<file path="config.mk">
export PLATFORM = sky130hd
export DESIGN_NAME = sclk_divider
export DESIGN_NICKNAME = d
export VERILOG_FILES = /design/src/rtl/sclkdiv_pkg.sv /design/src/rtl/sclkdiv_ctl_regs.sv /design/src/rtl/sclkdiv_half_timer.sv /design/src/rtl/sclkdiv_settle.sv /design/src/rtl/sclk_divider.sv
export SDC_FILE = /design/constraint.sdc
export NUM_CORES = 1
export LEC_CHECK = 0
export CAP_MARGIN = 20
export CORE_ASPECT_RATIO = 1.2
export CORE_MARGIN = 10
export CORE_UTILIZATION = 25
export DETAILED_ROUTE_END_ITERATION = 8
export DONT_BUFFER_PORTS = 1
export SLEW_MARGIN = 0
export SYNTH_ARGS = -nofsm -noshare
export SYNTH_HDL_FRONTEND = slang
export SYNTH_SLANG_ARGS = --single-unit
export TNS_END_PERCENT = 10
</file>
<file path="constraint.sdc">
create_clock -name clk -period 4.01 [get_ports clk]
set_input_delay 1.203 -clock clk [delete_from_list [all_inputs] [get_ports clk]]
set_output_delay 1.203 -clock clk [all_outputs]
set_load 0.02 [all_outputs]
</file>
<file path="src/rtl/sclkdiv_pkg.sv">
// Shared field positions of the serial clock divider control word.
// Assumes the divider field is the top field of the word.
package sclkdiv_pkg;
    localparam int CTL_EN_BIT  = 0;   // clock enable, read/write
    localparam int CTL_STB_BIT = 1;   // settle flag, read-only
    localparam int CTL_DIV_LSB = 8;   // lowest bit of the divider field
endpackage

</file>
<file path="src/rtl/sclkdiv_ctl_regs.sv">
// Control register holding the enable bit and the requested divider.
// Assumes writes are single-cycle strobes; flags a divider change combinationally.
module sclkdiv_ctl_regs #(
    parameter int DIV_W = 8
) (
    input  logic             clk,
    input  logic             rst_n,
    input  logic             wr_en,
    input  logic             wr_en_bit,
    input  logic [DIV_W-1:0] wr_div,
    output logic             en_o,
    output logic [DIV_W-1:0] div_o,
    output logic             div_change_o
);
    logic             en_q;
    logic [DIV_W-1:0] div_q;

    // a write that carries a different divider starts a new settle cycle
    assign div_change_o = wr_en && (wr_div != div_q);
    assign en_o         = en_q;
    assign div_o        = div_q;

    // register the written enable bit and divider field
    always_ff @(posedge clk) begin
        if (!rst_n) begin
            en_q  <= 1'b0;
            div_q <= '0;
        end else if (wr_en) begin
            en_q  <= wr_en_bit;
            div_q <= wr_div;
        end
    end
endmodule

</file>
<file path="src/rtl/sclkdiv_half_timer.sv">
// Half-period timer: counts base cycles against the active divider and marks
// each half-period boundary. A requested divider is held pending and adopted at
// a boundary, or at once while disabled. Assumes divider 0 means 1.
module sclkdiv_half_timer #(
    parameter int DIV_W = 8
) (
    input  logic             clk,
    input  logic             rst_n,
    input  logic             en,
    input  logic [DIV_W-1:0] div_req,
    input  logic             div_change,
    output logic             half_edge,
    output logic             load
);
    logic [DIV_W-1:0] cnt_q;
    logic [DIV_W-1:0] div_act_q;
    logic             pend_q;

    function automatic logic [DIV_W-1:0] eff_div(input logic [DIV_W-1:0] d);
        return (d == '0) ? DIV_W'(1) : d;
    endfunction

    assign half_edge = en && (cnt_q == div_act_q - DIV_W'(1));
    assign load      = pend_q && (half_edge || !en);

    // cycle counter within the current half-period
    always_ff @(posedge clk) begin
        if (!rst_n)                cnt_q <= '0;
        else if (!en || half_edge) cnt_q <= '0;
        else                       cnt_q <= cnt_q + DIV_W'(1);
    end

    // active divider, replaced only when a pending request is loaded
    always_ff @(posedge clk) begin
        if (!rst_n)    div_act_q <= DIV_W'(1);
        else if (load) div_act_q <= eff_div(div_req);
    end

    // pending flag: a fresh change wins over a load in the same cycle
    always_ff @(posedge clk) begin
        if (!rst_n)          pend_q <= 1'b0;
        else if (div_change) pend_q <= 1'b1;
        else if (load)       pend_q <= 1'b0;
    end
endmodule

</file>
<file path="src/rtl/sclkdiv_settle.sv">
// Settle tracker: drops the flag on a divider change, arms when the new divider
// is adopted while running, and sets the flag after SETTLE_HALVES half-periods.
// While disabled the flag is set straight away.
module sclkdiv_settle #(
    parameter int SETTLE_HALVES = 4
) (
    input  logic clk,
    input  logic rst_n,
    input  logic en,
    input  logic div_change,
    input  logic load,
    input  logic half_edge,
    output logic stable_o
);
    localparam int SW = (SETTLE_HALVES > 1) ? $clog2(SETTLE_HALVES) : 1;

    logic          stable_q;
    logic          armed_q;
    logic [SW-1:0] halves_q;

    assign stable_o = stable_q;

    // settle state machine with change > adopt > disabled > counting priority
    always_ff @(posedge clk) begin
        if (!rst_n) begin
            stable_q <= 1'b1;
            armed_q  <= 1'b0;
            halves_q <= '0;
        end else if (div_change) begin
            stable_q <= 1'b0;
            armed_q  <= 1'b0;
            halves_q <= '0;
        end else if (load && en) begin
            armed_q  <= 1'b1;
            halves_q <= '0;
        end else if (!en) begin
            stable_q <= 1'b1;
            armed_q  <= 1'b0;
        end else if (armed_q && half_edge) begin
            if (halves_q == SW'(SETTLE_HALVES - 1)) begin
                stable_q <= 1'b1;
                armed_q  <= 1'b0;
            end else begin
                halves_q <= halves_q + SW'(1);
            end
        end
    end
endmodule

</file>
<file path="src/rtl/sclk_divider.sv">
// Serial clock divider top: control word, half-period timer, settle tracker
// and the registered clock and tick outputs. Assumes a single base clock and
// synchronous active-low reset.
module sclk_divider #(
    parameter  int DIV_W         = 8,
    parameter  int SETTLE_HALVES = 4,
    localparam int CW            = sclkdiv_pkg::CTL_DIV_LSB + DIV_W
) (
    input  logic          clk,
    input  logic          rst_n,
    input  logic          wr_en,
    input  logic [CW-1:0] wr_data,
    input  logic          idle_pol,
    output logic [CW-1:0] rd_data,
    output logic          sclk,
    output logic          tick
);
    import sclkdiv_pkg::*;

    logic             en;
    logic [DIV_W-1:0] div_req;
    logic             div_change;
    logic             half_edge;
    logic             load;
    logic             stable;
    logic             sclk_q;
    logic             tick_q;
    logic             unused_rsvd;

    // written bits between the settle flag and the divider are discarded
    assign unused_rsvd = ^wr_data[CTL_DIV_LSB-1:CTL_STB_BIT];

    sclkdiv_ctl_regs #(.DIV_W(DIV_W)) u_regs (
        .clk          (clk),
        .rst_n        (rst_n),
        .wr_en        (wr_en),
        .wr_en_bit    (wr_data[CTL_EN_BIT]),
        .wr_div       (wr_data[CTL_DIV_LSB +: DIV_W]),
        .en_o         (en),
        .div_o        (div_req),
        .div_change_o (div_change)
    );

    sclkdiv_half_timer #(.DIV_W(DIV_W)) u_timer (
        .clk        (clk),
        .rst_n      (rst_n),
        .en         (en),
        .div_req    (div_req),
        .div_change (div_change),
        .half_edge  (half_edge),
        .load       (load)
    );

    sclkdiv_settle #(.SETTLE_HALVES(SETTLE_HALVES)) u_settle (
        .clk        (clk),
        .rst_n      (rst_n),
        .en         (en),
        .div_change (div_change),
        .load       (load),
        .half_edge  (half_edge),
        .stable_o   (stable)
    );

    // serial clock level and shifter tick, both registered
    always_ff @(posedge clk) begin
        if (!rst_n || !en) begin
            sclk_q <= idle_pol;
            tick_q <= 1'b0;
        end else begin
            sclk_q <= sclk_q ^ half_edge;
            tick_q <= half_edge;
        end
    end

    // assemble the read-back word
    always_comb begin
        rd_data                         = '0;
        rd_data[CTL_EN_BIT]             = en;
        rd_data[CTL_STB_BIT]            = stable;
        rd_data[CTL_DIV_LSB +: DIV_W]   = div_req;
    end

    assign sclk = sclk_q;
    assign tick = tick_q;
endmodule

</file>
=== Word level (Yosys, flattened, before mapping) ===
Cells that the tools add are included.

* Register bits after elaboration: 32
* Input port bits: 20
* Logic and storage cells: 54

* Add/subtract/negate cells: 3
* Equality and inequality tests: 8
* Muxes and demuxes: 13
* Bitwise logic cells: 3
* Reductions and logical operators: 17

{| class="wikitable"
|+ Operators with widths
! operator !! count
|-
| 1-bit 2-to-1 mux || 12
|-
| 8-bit by 1-bit adder with 8-bit output (second input constant) || 1
|-
| 8-bit equality test || 1
|-
| 8-bit zero test || 1
|-
| 8-bit 2-to-1 mux || 1
|-
| 8-bit != test || 1
|-
| 8-bit by 1-bit subtractor with 8-bit output (second input constant) || 1
|-
| 3-bit by 1-bit != test with 1-bit output (second input constant) || 2
|-
| 3-bit by 2-bit != test with 1-bit output (second input constant) || 2
|-
| 3-bit AND reduction || 2
|-
| 1-bit logical AND || 5
|-
| 2-bit OR reduction || 2
|-
| 3-bit OR reduction || 1
|-
| 2-bit by 1-bit adder with 2-bit output (second input constant) || 1
|-
| 2-bit equality test (second input constant) || 1
|-
| 1-bit zero test || 2
|-
| 1-bit logical OR || 2
|-
| 2-bit != test (second input constant) || 1
|-
| 1-bit inverter || 2
|-
| 2-bit AND reduction || 1
|-
| 2-bit nonzero test || 1
|-
| 1-bit XOR || 1
|}

=== Depth between registers and ports, before layout ===
* Word-level depth: 8
* Depth in mapped cells: 8

=== Cells and area by module ===
Synthesis repeated with hierarchy kept, for this count alone.

* Cell total of the unflattened synthesis: 173
* Area, all modules: 1640.3 um^2

{| class="wikitable"
|+ Modules (own cells, without submodules)
! module !! instances !! cells each !! area an instance (um^2) !! sequential area each (um^2)
|-
| sclkdiv_half_timer || 1 || 101 || 894.6 || 340.3
|-
| sclkdiv_ctl_regs || 1 || 39 || 424.2 || 180.2
|-
| sclkdiv_settle || 1 || 18 || 190.2 || 80.1
|-
| sclk_divider || 1 || 15 || 131.4 || 40.0
|}

=== Worst setup path after synthesis ===
No wires, ideal clock.

* Path kind: reg-to-reg
* Start: reg u_timer.div_act_q[0]
* End: reg u_timer.div_act_q[0]
* Library setup time: 0.121 ns
* Arrival time: 2.454 ns
* Data required time: 3.889 ns
* Setup slack: 1.435 ns
* Stages on the path, launching flop included: 8
* Buffers on the path: 1
* Clock period less this slack: 2.575 ns
* Path through: dfxtp_1 -> or4_4 -> or3_1 -> a32o_1 -> o21a_1 -> buf_6 -> o31ai_4 -> mux2_4

* Word-level cells in the longest chain between the ends: 5

{| class="wikitable"
|+ Ends and longest elaborated chain
! what !! line !! source
|-
| from (decl) || sclkdiv_half_timer.sv:16 || <nowiki>logic [DIV_W-1:0] div_act_q;</nowiki>
|-
| from (signal assigned) || sclkdiv_half_timer.sv:36 || <nowiki>else if (load) div_act_q <= eff_div(div_req);</nowiki>
|-
| 8-bit by 1-bit subtractor with 8-bit output || sclkdiv_half_timer.sv:23 || <nowiki>assign half_edge = en && (cnt_q == div_act_q - DIV_W'(1));</nowiki>
|-
| 8-bit equality test || sclkdiv_half_timer.sv:23 ||
|-
| 1-bit logical AND || sclkdiv_half_timer.sv:23 ||
|-
| 1-bit logical OR || sclkdiv_half_timer.sv:24 || <nowiki>assign load = pend_q && (half_edge || !en);</nowiki>
|-
| 1-bit logical AND || sclkdiv_half_timer.sv:24 ||
|}

No other way between the ends.
A chain may end at the register's enable or synchronous reset.

=== Worst setup path after layout ===
Same ends and word-level chain as after synthesis.

==> impl_metrics.ini <==
[sta]
slew_violations = 0
relSlewSlack_pct = 53.0
clock_skew_ns = 0.00489
clock.fmax_ghz = 0.361
final.min_clock_period_ns = 2.77
final-hold-violation-count = 0
fin_crit_sh_pct = 69.1
finalSetupTns_ns = 0
tightest_slew_ns = 0.700
rsz0062_at_grt = no
setup-violations-final = 0

[synth]
ys_seq_area_share_pct = 36.4
ys.flop_type = dfxtp_1
synth_top_area_share_pct = 36.4
synthCells = 194
yosys_warnings = 0
async_flop_share_pct = 0
synth_cell_types = 41
synth_area_um2 = 1760
synthTopCellsByArea = dfxtp_1 (36%), mux2i_1 (9.1%), xor2_1 (7.0%), nand2_1 (4.9%), xnor2_1 (4.0%)
yosysTopAreaCell = dfxtp_1
synth_edf_count = 0
synth_area_per_cell_um2 = 9.07
yosys_register_bits = 32

[job]
drv_cap = 0

[pwr]
swShare_pct = 30.2
p_sw_mw = 0.236
p_total_mw = 0.780
p_seq_share_pct = 46.4
powerDensity_nw_per_um2 = 417
combPwrFrac_pct = 19.4
clockPowerShare_pct = 34.2
power_leakage_nw = 0.687
ir_drop_mv = 0.295
p_int_mw = 0.544

[floorplanning]
placementRows = 33
die_y_um = 112
die_w_um = 96.6
placeableCoreArea_um2 = 6850
boundaryPins = 38
start_util_pct = 25.7
dieArea_um2 = 10800

[worst_setup_path]
path_cells = or4_4 > or3_1 > a32o_1 > o21a_1 > o31ai_4 > mux2_4
endpoint_kind = flip-flop
start_kind = flip-flop
critPathMaxFanout = 8
arrival_ns = 2.94
cp_slowest_cell = or4_4
required_ns = 4.18
cp.buffers_inverters = 0
critPathTopFamily = compound AO/OA/AOI/OAI gates
path_class = flip-flop to flip-flop
cpPeakStageDelay_ns = 0.56

[clock_tree]
hold_buffers = 0
htree_num_levels = 2
cts_resized = 0
path_clk_slew_ns = 0.06
cts-root-buf = clkbuf_8
cts_buffer_depth = 2
cts_tree = built
clock-sinks = 32
cts_made_buffers = 5
clk-insertion-delay-late_ns = 0.28
postCtsSetupRepairBufs = 0

[hold_path]
hp-class = flip-flop to flip-flop

[finish]
seqCellArea_um2 = 641
final_nets = 213
fill_cells = 759
multi_input_area_um2 = 1010
layout-drive-gt1-share_pct = 6.32
n_antenna_cell = 0
area_delta_synth_final_pct = 6.33

[global_route]
grt_max_degree = 30
grt_pass1_wl_mm = 6.56
antenna_found_initial = 0
grt_overflow = 0
grt_use_total_pct = 7.45
grt_pass1_vias = 1364

[detailed_routing]
wl_met1_mm = 1.50
drtAntennaViolNets = 0
routed_wl_mm = 3.85
wl_per_cell_um = 13.9
drtPass1Iterations = 4
drcViolationCount = 0
via_per_inst = 4.67
wl_met2_mm = 1.98
dr_wl_met3_um = 284
num_vias = 1293
highest_layer = met4
dr.first_iter.drc_count = 37

[place]
dp_hpwl_mm = 2.88
io_buffers = 0
gp_congestion = 0.769

[run_status]
status = finished clean
## registers in the layout, summed over array words and instances, names as in the netlist
signal and count:
u_regs.div_o 8, tick 1, u_regs.en_o 1, sclk 1
u_timer.div_act_q 8, u_timer.cnt_q 8, u_settle.halves_q 2, u_settle.armed_q 1
u_settle.stable_o 1, u_timer.pend_q 1
## cell type report
class                      count  area share, %
tap                           87           5.82
multi-input combinational    147           54.0
clock buffer                   7           5.15
sequential                    32           34.2
inverter                       4          0.803
## placed cells by master (no fill, tap or decap), types with 3 or more instances in the layout
| cell type | instances |
|---|---|
| dfxtp_1 | 32 |
| nand2_1 | 23 |
| mux2i_1 | 16 |
| xor2_1 | 14 |
| nor3_1 | 11 |
| nor2b_1 | 10 |
| xnor2_1 | 8 |
| clkbuf_8 | 7 |
| nor2_1 | 6 |
| nor4_1 | 6 |
| nand3_1 | 6 |
| conb_1 | 6 |
| inv_1 | 4 |
| nor3b_1 | 3 |
| and3_1 | 3 |
| a21oi_1 | 3 |
| a21boi_0 | 3 |
| o31ai_1 | 3 |
| ha_1 | 3 |
## power by group through the flow
stage / sequential [mW] / clock (mW) / combinational, mW
6_report: 0.362 / 0.267 / 0.151
5_1_grt: 0.365 / 0.287 / 0.166
4_1_cts: 0.363 / 0.277 / 0.151
3_5_place_dp: 0.370 / 0 / 0.150
3_3_place_gp: 0.369 / 0 / 0.149
2_1_floorplan: 0.360 / 0 / 0.143
## synthesized netlist by cell type, drive strengths merged, types with 2 or more instances
master and instances:
dfxtp 32, nand2 23, mux2i 16, xor2 14
buf 11, nor3 11, nor2b 10, xnor2 8
nor2 7, nand3 6, nor4 6, clkbuf 5
o31ai 5, inv 4, a21boi 3, a21oi 3
and3 3, ha 3, nor3b 3, nand4 2
o21a 2, o21ai 2, o31a 2
## worst min-delay path, cell delays in order (launching register included)
cell and delay (ns):
dfxtp_1 0.32, nand2_1 0.06, mux2i_1 0.05
## per-layer routing
| metal | GRT usage [%] | up-vias |
|---|---|---|
| met5 | 0 | - |
| met2 | 12.5 | 32 |
| met3 | 2.69 | 6 |
| met1 | 7.94 | 604 |
| li1 | - | 651 |
| met4 | 3.59 | 0 |
## through the flow
step	instances	utilization [%]	instance area, um2	hold WS [ns]	setup WS [ns]
2_1_floorplan	199	-	1780	0.446	1.44
3_3_place_gp	270	25.9	1770	0.460	1.28
3_5_place_dp	270	25.9	1770	0.474	1.24
4_1_cts	277	27.3	1870	0.483	1.22
5_1_grt	277	27.3	1870	0.541	1.06
6_report	277	27.3	1870	0.478	1.24
## path summary, 6_finish.rpt
| check | from | end | slack (ns) | cells past startpoint |
|---|---|---|---|---|
| max | u_timer.div_act_q[0] | u_timer.div_act_q[0] | 1.24 | 6 |
| min | u_timer.div_act_q[7] | u_timer.div_act_q[7] | 0.48 | 2 |
| max reg2reg | u_timer.div_act_q[0] | u_timer.div_act_q[0] | 1.24 | 6 |
| min reg2reg | u_timer.div_act_q[7] | u_timer.div_act_q[7] | 0.48 | 2 |
## cells by family after synthesis
| logic type | count (synthesis) | synth area share (%) |
|---|---|---|
| buf+inv | 20 | 7.25 |
| simple gates | 76 | 22.3 |
| fa+ha+maj | 3 | 2.13 |
| compound gates | 23 | 10.7 |
| mux | 17 | 9.96 |
| flops | 32 | 36.4 |
| xor+xnor | 22 | 11.0 |
| other cells | 1 | 0.213 |
Note: power is estimated with default switching activity, not from simulation.
